[config.mk]
export PLATFORM = sky130hd
export DESIGN_NAME = ser_framer_top
export DESIGN_NICKNAME = d
export VERILOG_FILES = /design/src/rtl/ser_framer_pkg.sv /design/src/rtl/ser_lock_timer.sv /design/src/rtl/ser_sync_ctrl.sv /design/src/rtl/ser_frame_shift.sv /design/src/rtl/ser_framer_top.sv
export SDC_FILE = /design/constraint.sdc
export NUM_CORES = 1
export LEC_CHECK = 0
export ABC_CLOCK_PERIOD_IN_PS = 3100
export BUFFER_PORTS_ARGS = -buffer_cell sky130_fd_sc_hd__buf_2
export CORE_ASPECT_RATIO = 1.75
export CORE_MARGIN = 1.5
export CORE_UTILIZATION = 41
export CTS_CLUSTER_DIAMETER = 200
export DETAILED_ROUTE_END_ITERATION = 16
export HOLD_SLACK_MARGIN = 0.06
export SLEW_MARGIN = 25
export SYNTH_ARGS = -nofsm -noshare
export SYNTH_HDL_FRONTEND = slang
export SYNTH_SLANG_ARGS = --single-unit
[constraint.sdc]
create_clock -name clk_i -period 3.1 [get_ports clk_i]
set_input_delay 0.31 -clock clk_i [delete_from_list [all_inputs] [get_ports clk_i]]
set_output_delay 0.31 -clock clk_i [all_outputs]
set_load 0.02 [all_outputs]
[src/rtl/ser_framer_pkg.sv]
package ser_framer_pkg;
  typedef enum logic {
    FK_DATA = 1'b0,
    FK_SYNC = 1'b1
  } frame_kind_e;
endpackage

[src/rtl/ser_lock_timer.sv]
module ser_lock_timer #(
  parameter int FRAME_W     = 12,
  parameter int LOCK_CYCLES = 1024
) (
  input  logic clk_i,
  input  logic rst_ni,
  input  logic pwr_on_i,
  output logic frame_end_o,
  output logic mid_end_o,
  output logic pclk_o,
  output logic ready_o
);
  localparam int PH_W = $clog2(FRAME_W);
  localparam int LK_W = $clog2(LOCK_CYCLES + 1);

  logic [PH_W-1:0] ph_q;
  logic [LK_W-1:0] lk_q;
  logic            ready_q;

  assign frame_end_o = (ph_q == PH_W'(FRAME_W - 1));
  assign mid_end_o   = (ph_q == PH_W'(FRAME_W / 2 - 1));
  assign pclk_o      = (ph_q < PH_W'(FRAME_W / 2));
  assign ready_o     = ready_q;

  always_ff @(posedge clk_i or negedge rst_ni) begin
    if (!rst_ni) begin
      ph_q    <= '0;
      lk_q    <= '0;
      ready_q <= 1'b0;
    end else if (!pwr_on_i) begin
      ph_q    <= '0;
      lk_q    <= '0;
      ready_q <= 1'b0;
    end else begin
      ph_q <= frame_end_o ? '0 : ph_q + 1'b1;
      if (frame_end_o && !ready_q) begin
        lk_q <= lk_q + 1'b1;
        if (lk_q == LK_W'(LOCK_CYCLES - 1)) ready_q <= 1'b1;
      end
    end
  end
endmodule

[src/rtl/ser_sync_ctrl.sv]
module ser_sync_ctrl
  import ser_framer_pkg::*;
#(
  parameter int SYNC_QUAL = 5,
  parameter int SYNC_MIN  = 1024
) (
  input  logic        clk_i,
  input  logic        rst_ni,
  input  logic        pwr_on_i,
  input  logic        step_i,
  input  logic        req_i,
  output frame_kind_e kind_o
);
  localparam int QL_W  = $clog2(SYNC_QUAL + 1);
  localparam int SYM_W = $clog2(SYNC_MIN + 1);

  logic [QL_W-1:0]  qual_q, qual_nxt;
  logic [SYM_W-1:0] sym_q;
  logic             act_q, send_sync, min_met;

  assign qual_nxt = !req_i ? '0 :
                    (qual_q == QL_W'(SYNC_QUAL)) ? qual_q : qual_q + 1'b1;
  assign min_met  = (sym_q >= SYM_W'(SYNC_MIN));

  // an active burst ends only on a boundary with count met and no request
  assign send_sync = act_q ? !(min_met && !req_i) : (qual_nxt == QL_W'(SYNC_QUAL));
  assign kind_o    = send_sync ? FK_SYNC : FK_DATA;

  always_ff @(posedge clk_i or negedge rst_ni) begin
    if (!rst_ni) begin
      qual_q <= '0;
      sym_q  <= '0;
      act_q  <= 1'b0;
    end else if (!pwr_on_i) begin
      qual_q <= '0;
      sym_q  <= '0;
      act_q  <= 1'b0;
    end else if (step_i) begin
      qual_q <= qual_nxt;
      act_q  <= send_sync;
      if (!send_sync)  sym_q <= '0;
      else if (!act_q) sym_q <= SYM_W'(1);
      else if (!min_met) sym_q <= sym_q + 1'b1;
    end
  end
endmodule

[src/rtl/ser_frame_shift.sv]
module ser_frame_shift
  import ser_framer_pkg::*;
#(
  parameter int DATA_W  = 10,
  parameter int FRAME_W = DATA_W + 2
) (
  input  logic              clk_i,
  input  logic              rst_ni,
  input  logic              pwr_on_i,
  input  logic [DATA_W-1:0] data_i,
  input  logic              edge_rise_i,
  input  logic              mid_i,
  input  logic              load_i,
  input  frame_kind_e       kind_i,
  output logic              ser_bit_o,
  output logic              run_o
);
  logic [DATA_W-1:0]  hold_q, word;
  logic [FRAME_W-1:0] sreg_q, sync_pat, data_frm;
  logic               run_q;

  for (genvar g = 0; g < FRAME_W; g++) begin : g_sync_pat
    assign sync_pat[g] = (g < FRAME_W / 2);
  end

  assign word      = edge_rise_i ? data_i : hold_q;
  assign data_frm  = {1'b0, word, 1'b1};
  assign ser_bit_o = sreg_q[0];
  assign run_o     = run_q;

  always_ff @(posedge clk_i or negedge rst_ni) begin
    if (!rst_ni) begin
      hold_q <= '0;
      sreg_q <= '0;
      run_q  <= 1'b0;
    end else if (!pwr_on_i) begin
      sreg_q <= '0;
      run_q  <= 1'b0;
    end else begin
      if (mid_i && !edge_rise_i) hold_q <= data_i;
      if (load_i) begin
        sreg_q <= (kind_i == FK_SYNC) ? sync_pat : data_frm;
        run_q  <= 1'b1;
      end else begin
        sreg_q <= {1'b0, sreg_q[FRAME_W-1:1]};
      end
    end
  end
endmodule

[src/rtl/ser_framer_top.sv]
module ser_framer_top
  import ser_framer_pkg::*;
#(
  parameter int DATA_W      = 10,
  parameter int LOCK_CYCLES = 1024,
  parameter int SYNC_MIN    = 1024,
  parameter int SYNC_QUAL   = 5
) (
  input  logic              clk_i,
  input  logic              rst_ni,
  input  logic [DATA_W-1:0] data_i,
  input  logic              edge_rise_i,
  input  logic              sync_a_i,
  input  logic              sync_b_i,
  input  logic              oe_i,
  input  logic              pwr_on_i,
  output logic              ser_o,
  output logic              drv_en_o,
  output logic              ready_o,
  output logic              pclk_o
);
  localparam int FRAME_W = DATA_W + 2;

  logic        frame_end, mid_end, ready, step, ser_bit, run;
  frame_kind_e kind;

  ser_lock_timer #(.FRAME_W(FRAME_W), .LOCK_CYCLES(LOCK_CYCLES)) u_timer (
    .clk_i, .rst_ni, .pwr_on_i,
    .frame_end_o(frame_end), .mid_end_o(mid_end), .pclk_o(pclk_o), .ready_o(ready)
  );

  assign step = frame_end & ready;

  ser_sync_ctrl #(.SYNC_QUAL(SYNC_QUAL), .SYNC_MIN(SYNC_MIN)) u_sync (
    .clk_i, .rst_ni, .pwr_on_i, .step_i(step),
    .req_i(sync_a_i | sync_b_i), .kind_o(kind)
  );

  ser_frame_shift #(.DATA_W(DATA_W), .FRAME_W(FRAME_W)) u_shift (
    .clk_i, .rst_ni, .pwr_on_i, .data_i, .edge_rise_i,
    .mid_i(mid_end), .load_i(step), .kind_i(kind),
    .ser_bit_o(ser_bit), .run_o(run)
  );

  assign ready_o  = ready;
  assign drv_en_o = run & oe_i & pwr_on_i;
  assign ser_o    = drv_en_o & ser_bit;
endmodule

**Yosys cells after proc, flatten, opt, wreduce, memory -nomap -nowiden**

Index checks and enable logic that the tools add are counted.

- Register bits: 54
- Bits in latches: 0
- Memory bits (writable): 0
- ROM bits: 0
- Bits of input ports: 17
- Output and inout bits: 4
- Word-level logic and storage cells: 65
- Memories: 0

- Add/subtract/negate cells: 4
- Multipliers: 0
- Div/mod/pow operators: 0
- Magnitude comparators: 2
- Eq/ne operators: 9
- Shifts and indexed selects: 0
- Multiplexer cells: 26
- Bitwise gates (word level): 5
- Reductions and logical operators: 10

Operator list:

| kind | count |
|---|---|
| 11-bit 2-to-1 mux | 8 |
| 12-bit 2-to-1 mux | 2 |
| 11-bit by 1-bit adder with 11-bit output, second input constant | 2 |
| 3-bit 2-to-1 mux | 4 |
| 11-bit by 10-bit equality test with 1-bit output, second input constant | 1 |
| 11-bit >= comparator, second input constant | 1 |
| 10-bit 2-to-1 mux | 1 |
| 1-bit 2-to-1 mux | 9 |
| 4-bit 2-to-1 mux | 2 |
| 3-bit equality test, second input constant | 2 |
| 2-bit by 1-bit != test with 1-bit output, second input constant | 3 |
| 2-bit AND reduction | 3 |
| 4-bit by 1-bit adder with 4-bit output, second input constant | 1 |
| 1-bit bitwise AND | 4 |
| 4-bit by 3-bit equality test with 1-bit output, second input constant | 1 |
| 4-bit equality test, second input constant | 1 |
| 1-bit zero test | 4 |
| 4-bit by 3-bit < comparator with 1-bit output, second input constant | 1 |
| 4-bit != test, second input constant | 1 |
| 3-bit by 1-bit adder with 3-bit output, second input constant | 1 |
| 1-bit logical AND | 3 |
| 1-bit bitwise OR | 1 |

**Longest topological paths before layout**

- Word-level depth: 9
- Mapped depth: 6
- Depth with buffers taken out: 6

**By module**

From an unflattened synthesis, not the netlist that was laid out.

- Cells, all modules: 270
- Area, all modules: 2,812.7 µm²

By module, submodules not included:

| module | instances | cells an instance | area each (µm²) | sequential area each (µm²) |
|---|---|---|---|---|
| ser_frame_shift | 1 | 67 | 975.9 | 550.5 |
| ser_sync_ctrl | 1 | 113 | 965.9 | 375.4 |
| ser_lock_timer | 1 | 86 | 843.3 | 400.4 |
| ser_framer_top | 1 | 4 | 27.5 | 0.0 |

**Worst setup path before layout**

OpenSTA, ideal clock, no wires.

- Path type: register -> register
- Start: register u_timer.ph_q[0]
- End: register u_timer.lk_q[10]
- Library setup time: 0.078 ns
- Arrival time: 1.861 ns
- Required time: 3.022 ns
- Slack: 1.161 ns
- Stages on the path, launching flop included: 7
- Path buffers: 1
- Clock period less this slack: 1.939 ns
- Cell sequence: dfrtp_1 > ha_1 > nand4bb_1 > buf_2 > or4_4 > or3_1 > a21oi_1

- Word-level cells in the longest chain between the ends: 3

Ends and longest elaborated chain:

| element | RTL line | source |
|---|---|---|
| start, declared | ser_lock_timer.sv:16 | `logic [PH_W-1:0] ph_q;` |
| start signal, assigned | ser_lock_timer.sv:35 | `ph_q <= frame_end_o ? '0 : ph_q + 1'b1;` |
| 4-bit equality test | ser_lock_timer.sv:20 | `assign frame_end_o = (ph_q == PH_W'(FRAME_W - 1));` |
| 1-bit logical AND | ser_lock_timer.sv:36 | `if (frame_end_o && !ready_q) begin` |
| 2-bit by 1-bit != test with 1-bit output (no line) | -- |  |
| end signal, assigned | ser_lock_timer.sv:37 | `lk_q <= lk_q + 1'b1;` |
| end, declared | ser_lock_timer.sv:17 | `logic [LK_W-1:0] lk_q;` |

No other way between the ends.
A chain may end at the register's enable or synchronous reset.

**Worst setup path in the final report**

Same ends and word-level chain as after synthesis.

==> results.json <==
{
  "required_ns": 3.35,
  "use_met2": 0.333,
  "vias": 1983,
  "reg2reg_from": "u_timer.ph_q[0]",
  "async_flop_share": 1.00,
  "synth_area_leaders": "dfrtp_1, mux2_2, mux2i_1, o21ai_0, nor2_1",
  "initial_core_util": 0.425,
  "period_share": 0.716,
  "worst_pin_slew_ns": 0.787,
  "layout-drive-gt1-share": 0.174,
  "syn_to_final_growth_pct": 11.2,
  "grt_overflow": 0,
  "fin_setup_tns_ns": 0,
  "startpoint_type": "flop",
  "synth_cells": 260,
  "drt_wl_total_mm": 5.30,
  "hpwl_mm": 3.93,
  "grt_pass1_vias": 2016,
  "synthFlopType": "dfrtp_1",
  "syn_area_sq_mm": 0.00263,
  "grt_pass1_wl_mm": 9.25,
  "antenna_cells": 0,
  "yosys.cell_count.top_type": "dfrtp_1",
  "clkLatencyLatePin_ns": 0.31,
  "syn_avg_cell_area_sq_um": 10.1,
  "yosys.area.top_type": "dfrtp_1",
  "vias_per_cell": 5.48,
  "numPortBuffers": 20,
  "post_cts_buffers": 0,
  "finClkSkew_ns": 0.0121,
  "worstRegToRegCells": 5,
  "cp_slowest_stage_delay_ns": 0.61,
  "cp_max_fo": 8,
  "holdPathEnd": "u_shift.hold_q[7]",
  "r2r-end": "u_timer.lk_q[10]",
  "finalSetupViolations": 0,
  "finalNetCount": 304,
  "drt-pass1-iter-count": 4,
  "ys_top_cells_by_count": "dfrtp_1, nor2_1, o21ai_0",
  "path_buf_inv": 0,
  "syn-num-nets": 283,
  "remaining_drc_errors": 0,
  "die-width_microns": 63.5,
  "final_hold_viol_count": 0,
  "setup_slack_ns": 0.879,
  "dp_slack_ns": 0.898,
  "synthDistinctLibCells": 46,
  "cts_tree": "built",
  "holdPathStages": 2,
  "rows": 38,
  "clock_sinks": 53,
  "cts-root-buf": "clkbuf_8",
  "htreeDepth": 2,
  "use_met1": 0.184,
  "rsz0062_at_grt": "false",
  "drv_cap": 0,
  "crit_slowest_cell": "or4_4",
  "min-delay-start": "data_i[7]",
  "ir_worst_vdd_mv": 0.316,
  "cts_buffers": 5,
  "clockBufferDepth": 2,
  "grt-busiest-layer": "met2",
  "fin_crit_ns": 2.22,
  "relSlewSlack": 0.475,
  "drtAntennaViolNets": 0,
  "crit_chain": "ha_1 -> nand4bb_1 -> or4_4 -> or3_1 -> a21oi_1",
  "regToRegSetupSlack_ns": 0.88,
  "use_met3": 0.0217,
  "synth.top_cell.area_share": 0.505,
  "fmax_ghz": 0.450,
  "ys_seq_area_frac": 0.505,
  "grt_usage": 0.171,
  "cp-end-kind": "flop",
  "arrival_ns": 2.47,
  "ioPinCount": 21,
  "clkSlewWorstSetupHoldPaths_ns": 0.10,
  "hp-class": "in2reg",
  "p_per_area_mw_per_mm2": 426,
  "grt_max_degree": 29,
  "crit_family": "simple AND/OR/NAND/NOR gates",
  "synth_edf_count": 0,
  "core-area_sq_mm": 0.00618,
  "status": "finished, final reports clean",
  "wire_per_inst_microns": 14.6,
  "leakage_nw": 1.30,
  "slew_violations": 0,
  "synth_seq_cells": 53,
  "die_area_sq_mm": 0.00692,
  "synth_warnings": 0,
  "first_iter_violations": 74,
  "gp_congestion": 0.740,
  "antenna_found_initial": 0,
  "die_h_microns": 109,
  "fillers": 637,
  "criticalPathCategory": "reg2reg"
}
## power breakdown
group	internal, mW	switching, mW
logic	0.0423	0.0503
clock network	0.184	0.239
registers	0.714	0.0149
total	0.941	0.305
## metrics by stage
stage | power (mW) | instance area, sq um | hold slack, ns | util | cells
after floorplan | 0.794 | 2630 | 0.0144 | - | 260
after global placement | 0.833 | 2810 | 0.365 | 0.455 | 353
after detailed placement | 0.838 | 2810 | 0.379 | 0.455 | 353
after CTS | 1.26 | 2920 | 0.224 | 0.473 | 362
after global routing | 1.30 | 2920 | 0.232 | 0.473 | 362
final | 1.25 | 2920 | 0.234 | 0.473 | 362
## metal layers
| layer | part of all wire | vias up | wire length [microns] |
|---|---|---|---|
| met5 | 0 | - | 0 |
| li1 | - | 976 | - |
| met4 | 0.018 | 0 | 93 |
| met3 | 0.019 | 6 | 101 |
| met1 | 0.41 | 977 | 2170 |
| met2 | 0.55 | 24 | 2940 |
## cells by family (layout without fill, tap and decap cells)
group / Yosys count / count (layout) / synth area share
muxes: 22 / 22 / 0.0890
xor gates and xnor gates: 8 / 8 / 0.0267
DFF: 53 / 53 / 0.505
buffers and inverters: 19 / 41 / 0.0286
and+or+nand+nor: 94 / 94 / 0.190
adders and majority gates: 6 / 6 / 0.0286
AOI/OAI and AO/OA: 58 / 58 / 0.132
## final cells by class
class | count | area [sq um] | share of cell area
Timing Repair Buffer | 25 | 140 | 0.0480
Sequential cell | 53 | 1330 | 0.454
Clock inverter | 2 | 16.3 | 0.00557
Tap cell | 80 | 100 | 0.0343
Inverter | 8 | 30.0 | 0.0103
Clock buffer | 6 | 82.6 | 0.0283
Multi-Input combinational cell | 188 | 1230 | 0.420
## worst max-delay path by stage
stage	slack, ns	startpoint	cells past startpoint	end
floorplan	1.16	u_timer.ph_q[0]	6	u_timer.lk_q[10]
global placement	0.99	u_timer.ph_q[0]	5	u_timer.ready_o
detailed placement	0.90	u_timer.ph_q[0]	5	u_sync.sym_q[7]
CTS	0.88	u_timer.ph_q[0]	5	u_timer.lk_q[10]
global route	0.69	u_timer.ph_q[0]	5	u_sync.sym_q[2]
finish	0.88	u_timer.ph_q[0]	5	u_timer.lk_q[10]
## sequential cells by signal (all words and copies together) (netlist names)
register	count
u_shift.hold_q	10
u_shift.run_o	1
u_shift.sreg_q	11
u_sync.act_q	1
u_sync.qual_q	3
u_sync.sym_q	11
u_timer.lk_q	11
u_timer.ph_q	4
u_timer.ready_o	1
## worst reg2reg max path, delay by kind of cell (launching register included)
kind,cells,cell delay (ns)
flip-flops,1,0.41
AO/OA/AOI/OAI,1,0.16
AND/OR/NAND/NOR,3,1.26
adder cells (fa/ha/maj),1,0.31
## layout by cell type (no fill, tap or decap), drive strengths merged, types with 2 or more instances in the layout
cell	synthesis	routed
dfrtp	53	53
buf	5	24
nor2	22	22
o21ai	22	22
nand2	19	19
a21oi	17	17
mux2i	11	11
mux2	11	11
nor3	9	9
inv	8	9
nand3	8	8
or3	6	6
ha	6	6
clkbuf	6	6
a31oi	5	5
xnor2	5	5
nor4	5	5
nand4	4	4
a21o	4	4
and2	3	3
and3	3	3
xor2	3	3
nand2b	2	2
o31a	2	2
nand3b	2	2
nor3b	2	2
## what timing repair did
action / in CTS / in global routing
hold buffers: 1 / 0
hold endpoints to repair: 26 / 0
resized for setup: 0 / 0
No activity file was read; power rests on OpenSTA's default activity.
